File: src/rtl/irq_agg_pkg.sv
package irq_agg_pkg;
  localparam int REG_W       = 32;
  localparam int ENG_FIELD_W = 8;
  localparam int EN_BIT      = 31;
  localparam int POWER_BIT   = 30;
  localparam int PIPE_BASE   = 16;
  localparam int PORT_BIT    = 20;
  localparam int MISC_BIT    = 22;
  localparam int SOUTH_BIT   = 23;
  // bits that never carry a source (reserved plus unassigned)
  localparam logic [REG_W-1:0] ZERO_MASK = 32'h3F28_FF00;
endpackage

File: src/rtl/irq_eng_split.sv
module irq_eng_split #(
  parameter int ENG_WORDS = 4,
  parameter int HALF_W    = 16
) (
  input  logic                          clk,
  input  logic                          rst_n,
  input  logic [ENG_WORDS*2*HALF_W-1:0] eng_words,
  output logic [2*ENG_WORDS-1:0]        eng_sum_q
);
  localparam int WORD_W = 2 * HALF_W;
  localparam int NSUM   = 2 * ENG_WORDS;

  logic [NSUM-1:0] eng_sum_d;

  for (genvar w = 0; w < ENG_WORDS; w++) begin : g_word
    for (genvar h = 0; h < 2; h++) begin : g_half
      always_comb
        eng_sum_d[2*w+h] = |eng_words[w*WORD_W + h*HALF_W +: HALF_W];

      assert property (@(posedge clk) disable iff (!rst_n)
        1'b1 |=> eng_sum_q[2*w+h] == $past(|eng_words[w*WORD_W + h*HALF_W +: HALF_W]))
        else $error("assert_eng_half_R4 word %0d half %0d", w, h);
    end
  end

  always_ff @(posedge clk or negedge rst_n) begin
    if (!rst_n) eng_sum_q <= '0;
    else        eng_sum_q <= eng_sum_d;
  end
endmodule

File: src/rtl/irq_disp_collect.sv
module irq_disp_collect
  import irq_agg_pkg::*;
#(
  parameter int NUM_PIPES = 3
) (
  input  logic                 clk,
  input  logic                 rst_n,
  input  logic [NUM_PIPES-1:0] pipe_irq,
  input  logic                 port_irq,
  input  logic                 misc_irq,
  input  logic                 south_irq,
  input  logic                 power_irq,
  output logic [REG_W-1:0]     disp_src_q
);
  logic [REG_W-1:0] disp_src_d;

  always_comb begin
    disp_src_d            = '0;
    disp_src_d[PORT_BIT]  = port_irq;
    disp_src_d[MISC_BIT]  = misc_irq;
    disp_src_d[SOUTH_BIT] = south_irq;
    disp_src_d[POWER_BIT] = power_irq;
    for (int p = 0; p < NUM_PIPES; p++)
      disp_src_d[PIPE_BASE+p] = pipe_irq[p];
  end

  always_ff @(posedge clk or negedge rst_n) begin
    if (!rst_n) disp_src_q <= '0;
    else        disp_src_q <= disp_src_d;
  end

  assert property (@(posedge clk) disable iff (!rst_n)
    1'b1 |=> disp_src_q[POWER_BIT] == $past(power_irq))
    else $error("assert_power_line_R6");

  assert property (@(posedge clk) disable iff (!rst_n)
    1'b1 |=> disp_src_q[SOUTH_BIT] == $past(south_irq))
    else $error("assert_south_line_R5");
endmodule

File: src/rtl/irq_master_ctl.sv
module irq_master_ctl (
  input  logic clk,
  input  logic rst_n,
  input  logic reg_we,
  input  logic wr_en_bit,
  input  logic src_any,
  output logic en_q,
  output logic host_irq
);
  logic en_d;
  logic en_ce;

  always_comb begin
    en_ce = reg_we;
    en_d  = wr_en_bit;
  end

  always_ff @(posedge clk or negedge rst_n) begin
    if (!rst_n)     en_q <= 1'b0;
    else if (en_ce) en_q <= en_d;
  end

  always_comb host_irq = en_q & src_any;

  assert property (@(posedge clk) disable iff (!rst_n)
    reg_we |=> en_q == $past(wr_en_bit))
    else $error("assert_en_write_R2");

  assert property (@(posedge clk) disable iff (!rst_n)
    !reg_we |=> $stable(en_q))
    else $error("assert_en_hold_R2");
endmodule

File: src/rtl/irq_master_agg.sv
module irq_master_agg
  import irq_agg_pkg::*;
#(
  parameter int ENG_WORDS = 4,   // 2*ENG_WORDS must not exceed ENG_FIELD_W
  parameter int HALF_W    = 16,
  parameter int NUM_PIPES = 3
) (
  input  logic                          clk,
  input  logic                          rst_n,
  input  logic [ENG_WORDS*2*HALF_W-1:0] eng_words,
  input  logic [NUM_PIPES-1:0]          pipe_irq,
  input  logic                          port_irq,
  input  logic                          misc_irq,
  input  logic                          south_irq,
  input  logic                          power_irq,
  input  logic                          reg_we,
  input  logic [REG_W-1:0]              reg_wdata,
  output logic [REG_W-1:0]              reg_rdata,
  output logic                          host_irq
);
  localparam int NSUM = 2 * ENG_WORDS;

  logic [NSUM-1:0]  eng_sum_q;
  logic [REG_W-1:0] disp_src_q;
  logic [REG_W-1:0] src_vec;
  logic             src_any;
  logic             en_q;

  irq_eng_split #(.ENG_WORDS(ENG_WORDS), .HALF_W(HALF_W)) u_eng (
    .clk       (clk),
    .rst_n     (rst_n),
    .eng_words (eng_words),
    .eng_sum_q (eng_sum_q)
  );

  irq_disp_collect #(.NUM_PIPES(NUM_PIPES)) u_disp (
    .clk        (clk),
    .rst_n      (rst_n),
    .pipe_irq   (pipe_irq),
    .port_irq   (port_irq),
    .misc_irq   (misc_irq),
    .south_irq  (south_irq),
    .power_irq  (power_irq),
    .disp_src_q (disp_src_q)
  );

  always_comb begin
    src_vec = disp_src_q;
    src_vec[NSUM-1:0] = eng_sum_q;
    src_vec[EN_BIT] = 1'b0;
    src_any = |src_vec;
  end

  irq_master_ctl u_ctl (
    .clk       (clk),
    .rst_n     (rst_n),
    .reg_we    (reg_we),
    .wr_en_bit (reg_wdata[EN_BIT]),
    .src_any   (src_any),
    .en_q      (en_q),
    .host_irq  (host_irq)
  );

  always_comb begin
    reg_rdata         = src_vec;
    reg_rdata[EN_BIT] = en_q;
  end

  assert property (@(posedge clk) disable iff (!rst_n)
    (reg_rdata & ZERO_MASK) == '0)
    else $error("assert_zero_bits_R8");

  assert property (@(posedge clk) disable iff (!rst_n)
    host_irq |-> (en_q && eng_sum_q != '0) || (en_q && disp_src_q != '0))
    else $error("assert_host_gate_R3");

  assert property (@(posedge clk) disable iff (!rst_n)
    (reg_we && !reg_wdata[EN_BIT]) |=> !host_irq)
    else $error("assert_host_drop_R10");

  assert property (@(posedge clk) disable iff (!rst_n)
    (reg_we && reg_wdata[EN_BIT] && src_any && $stable(src_any)) |=> host_irq || !src_any)
    else $error("assert_host_rearm_R10");
endmodule

File: config.mk
export PLATFORM = sky130hd
export DESIGN_NAME = irq_master_agg
export DESIGN_NICKNAME = d
export VERILOG_FILES = /design/src/rtl/irq_agg_pkg.sv /design/src/rtl/irq_eng_split.sv /design/src/rtl/irq_disp_collect.sv /design/src/rtl/irq_master_ctl.sv /design/src/rtl/irq_master_agg.sv
export SDC_FILE = /design/constraint.sdc
export NUM_CORES = 1
export LEC_CHECK = 0
export BUFFER_PORTS_ARGS = -buffer_cell sky130_fd_sc_hd__buf_4
export CAP_MARGIN = 20
export CORE_AREA = 2 2 78 80
export CTS_BUF_LIST = sky130_fd_sc_hd__clkbuf_4 sky130_fd_sc_hd__clkbuf_8
export DETAILED_ROUTE_END_ITERATION = 8
export DIE_AREA = 0 0 80 82
export GPL_TIMING_DRIVEN = 0
export SLEW_MARGIN = 20
export SYNTH_ARGS = -nofsm -noshare
export SYNTH_HDL_FRONTEND = slang
export SYNTH_SLANG_ARGS = --single-unit
File: constraint.sdc
create_clock -name clk -period 2 [get_ports clk]
set_input_delay 0.2 -clock clk [delete_from_list [all_inputs] [get_ports clk]]
set_output_delay 0.2 -clock clk [all_outputs]
set_load 0.01 [all_outputs]
## Yosys cells after proc, flatten, opt, wreduce, memory -nomap -nowiden

Cells that the tools add are included.

- Flip-flop bits (word level): 16
- Bits in latches: 0
- Bits in writable memories: 0
- Memory bits (read-only): 0
- Bits of input ports: 170
- Output and inout port bits: 33
- Logic and storage cells: 13
- Memories kept: 0

- Add/subtract/negate cells: 0
- $mul: 0
- Div/mod/pow operators: 0
- $lt $le $gt $ge: 0
- Equality and inequality tests: 0
- Shifts and indexed selects: 0
- Muxes and demuxes: 0
- Bitwise logic cells: 1
- Reductions and logical operators: 9

Operators with widths:

| operator | number |
|---|---|
| OR reduction 16 bit | 8 |
| OR reduction 15 bit | 1 |
| bitwise AND 1 bit | 1 |

## Depth between registers and ports, before layout

- Depth in word-level cells: 2
- Gate-level depth with buffers: 2
- Depth with buffers taken out: 2

## Cells and area by module

From an unflattened synthesis, not the netlist that was laid out.

- Cell total of the unflattened synthesis: 95
- Area total of the unflattened synthesis: 943.4 µm²

Modules (own cells, without submodules):

| module | times used | cells each | area an instance (µm²) | sequential area each (µm²) |
|---|---|---|---|---|
| irq_eng_split | 1 | 48 | 450.4 | 200.2 |
| irq_disp_collect | 1 | 33 | 366.6 | 175.2 |
| irq_master_agg | 1 | 11 | 80.1 | 0.0 |
| irq_master_ctl | 1 | 3 | 46.3 | 25.0 |

## Worst setup path before layout

Ideal clock, no wire load.

- Kind: reg-to-output
- Start: reg u_eng.eng_sum_q[7]
- End: out host_irq
- Data arrival time: 0.856 ns
- Data required time: 1.800 ns
- Slack: 0.944 ns
- Cell stages (with the launch flop): 3
- Buffers on the path: 0
- Cell sequence: dfrtp_1 -> nor4_1 -> a41oi_1

- Cells in the longest elaborated chain, start to end: 2

Ends and longest elaborated chain:

| element | line | text |
|---|---|---|
| from (decl) | irq_eng_split.sv:8 | `output logic [2*ENG_WORDS-1:0] eng_sum_q` |
| from (signal assigned) | irq_eng_split.sv:28 | `else eng_sum_q <= eng_sum_d;` |
| OR reduction 15 bit | irq_master_agg.sv:51 | `src_any = \|src_vec;` |
| bitwise AND 1 bit | irq_master_ctl.sv:23 | `always_comb host_irq = en_q & src_any;` |
| to (decl) | irq_master_agg.sv:19 | `output logic host_irq` |

Every way passes these cells.

## Worst setup path in the final report

Ends and elaborated chain as after synthesis.

==> reports/results.ini <==
[outcome]
outcome=complete, no violations

[clock_tree]
cts_tree=yes
clk_latency_ps=230
hold_buffers=1
cts_sinks=16
clk_pin_slew_worst_paths_ps=50
cts_buffer_depth=2
cts_setup_buffers=0
cts_made_buffers=3
htreeDepth=1
root_buffer=clkbuf_8
ctsResizeCount=0

[power_and_ir_drop]
power_frac_comb_pct=34.4
p_clk_share_pct=25.9
power_per_cell_area_mw_per_mm2=388
p_seq_share_pct=39.7
total_leakage_power_nw=1.10
vdd_drop_max_uv=200
intPower_w=0.000679
switchingPower_w=0.000171
p_sw_share_pct=20.1

[global_routing]
grt_pass1_vias=1269
grt_max_degree=17
antenna_found_initial=0
overflow=0
grt_usage_pct=10.7
grt_first_pass_wirelength_um=5600

[synthesis]
yosysMostFrequentCell=nor4_1
synthArstFlopShare_pct=100
yosysSeqAreaShare_pct=48.4
syn_area_per_cell_um2=10.1
synth_top_cell_by_area=dfrtp_1
synth-edff-count=0
ys_seq_elements=16
yosys_warnings=0
synth.area.top_cells=dfrtp_1 48%, nor4_1 26%, buf_4 15%
synth.distinct_cells=10
synth_flop_cell=dfrtp_1
synthCells=82
ys_top_cells_by_count=35 x nor4_1, 17 x buf_4, 16 x dfrtp_1
syn_area_um2=827
netlist.area_leader.share_pct=48.4

[routing]
wl_per_cell_um=11.7
vias_per_cell=3.90
routed_wl_um=3880
dr.pass1.iters=2
via_count=1292
drtIter0Drc=23
drtAntennaViolNets=0
drc=0

[worst_setup_path]
crit_fanout=2
cp-startpoint=u_eng.eng_sum_q[7]
endpoint=host_irq
reg2reg_to=u_ctl.en_q
reg2regPathDepth=2
required_ps=1800
reg2reg_from=u_ctl.en_q
endpoint_kind=output port
crit_type=reg2out
crit_arrival_ps=1280
start_kind=register
r2r_slack_ps=1360

[die]
dieWidth_um=80
ios=203
rows=28
die_h_um=82
core_area_mm2=0.00575
dieArea_mm2=0.00656
initial_core_util_pct=14.4

[sta]
finalHoldViolCount=0
max_freq_mhz=674
rsz0062_at_grt=no
min_period_ps=1480
setup_viol_count_final=0
period_share_pct=74.1
tns_ps=0
finClkSkew_ps=0
hold_ws_ps=67.3
slew_violations=0

[final_layout]
final_util_pct=38.2
n_antenna_cell=0
syn_to_final_growth_pct=165
drive_above_1_share_pct=68.4
finish.net_count=428

[placed_design]
io_buffers=155
gp_congestion=0.744
dpl.hpwl_um=3670

[run]
max-cap-violations=0

[min_path]
hold_class=in2reg

==> critical path: stages, from the launching register on <==
cell and delay, ps:
dfrtp_1 380, nor4_1 340, a41oi_1 160, buf_4 170
==> power groups by stage <==
stage                     clock [W]  combinational [W]  sequential, W
after floorplan                   0          0.0000560       0.000347
after global placement            0           0.000286       0.000343
after detailed placement          0           0.000291       0.000343
after CTS                  0.000231           0.000293       0.000338
after global routing       0.000248           0.000317       0.000339
final                      0.000220           0.000292       0.000338
==> worst min-delay path by stage <==
stage,start,to,cells past startpoint
finish,pipe_irq[2],u_disp.disp_src_q[18],1
global route,pipe_irq[2],u_disp.disp_src_q[18],1
CTS,pipe_irq[2],u_disp.disp_src_q[18],1
detailed placement,rst_n,u_eng.eng_sum_q[0],1
global placement,rst_n,u_eng.eng_sum_q[0],1
floorplan,rst_n,u_ctl.en_q,0
==> area by class of cell <==
type	instances	area, µm²
Clock buffer	3	41.3
Tap cell	75	93.8
Sequential cell	16	400
Multi-Input combinational cell	63	352
Fill cell	603	3550
Inverter	1	3.75
Timing Repair Buffer	156	1170
Buffer	17	128
==> state kept, by name, indices dropped and copies added, names as in the netlist <==
register           count
u_disp.disp_src_q      7
u_eng.eng_sum_q        8
u_ctl.en_q             1
==> kinds of logic (layout without fill, tap and decap cells) <==
family | Yosys count | after routing | synth area share (%)
AND/OR/NAND/NOR | 45 | 45 | 33.6
AO/OA/AOI/OAI | 2 | 2 | 1.66
other | 1 | 16 | 0.453
flip-flops | 16 | 16 | 48.4
buffers and inverters | 18 | 177 | 15.9
==> stage by stage <==
stage	cell area, µm²	setup slack (ps)	total power, W	std cells
after floorplan	883	944	0.000403	97
after global placement	2140	797	0.000630	327
after detailed placement	2140	772	0.000635	327
after CTS	2190	510	0.000862	331
after global routing	2190	389	0.000903	331
final	2190	517	0.000850	331
==> metal layers <==
metal	track usage [%]	vias up	wire length, µm
li1	-	652	-
met1	12.5	577	1290
met2	20.2	59	2210
met3	1.98	4	351
met4	2.37	0	18
met5	0	-	0
==> layout by cell type (no fill, tap or decap) <==
cell,count
buf_4,172
nor4_1,35
conb_1,16
dfrtp_1,16
nand4_1,8
clkbuf_8,3
nor3_1,1
inv_1,1
a41oi_1,1
nand2_1,1
o21ai_0,1
dlygate4sd3_1,1
(Power assumes the default switching activity.)
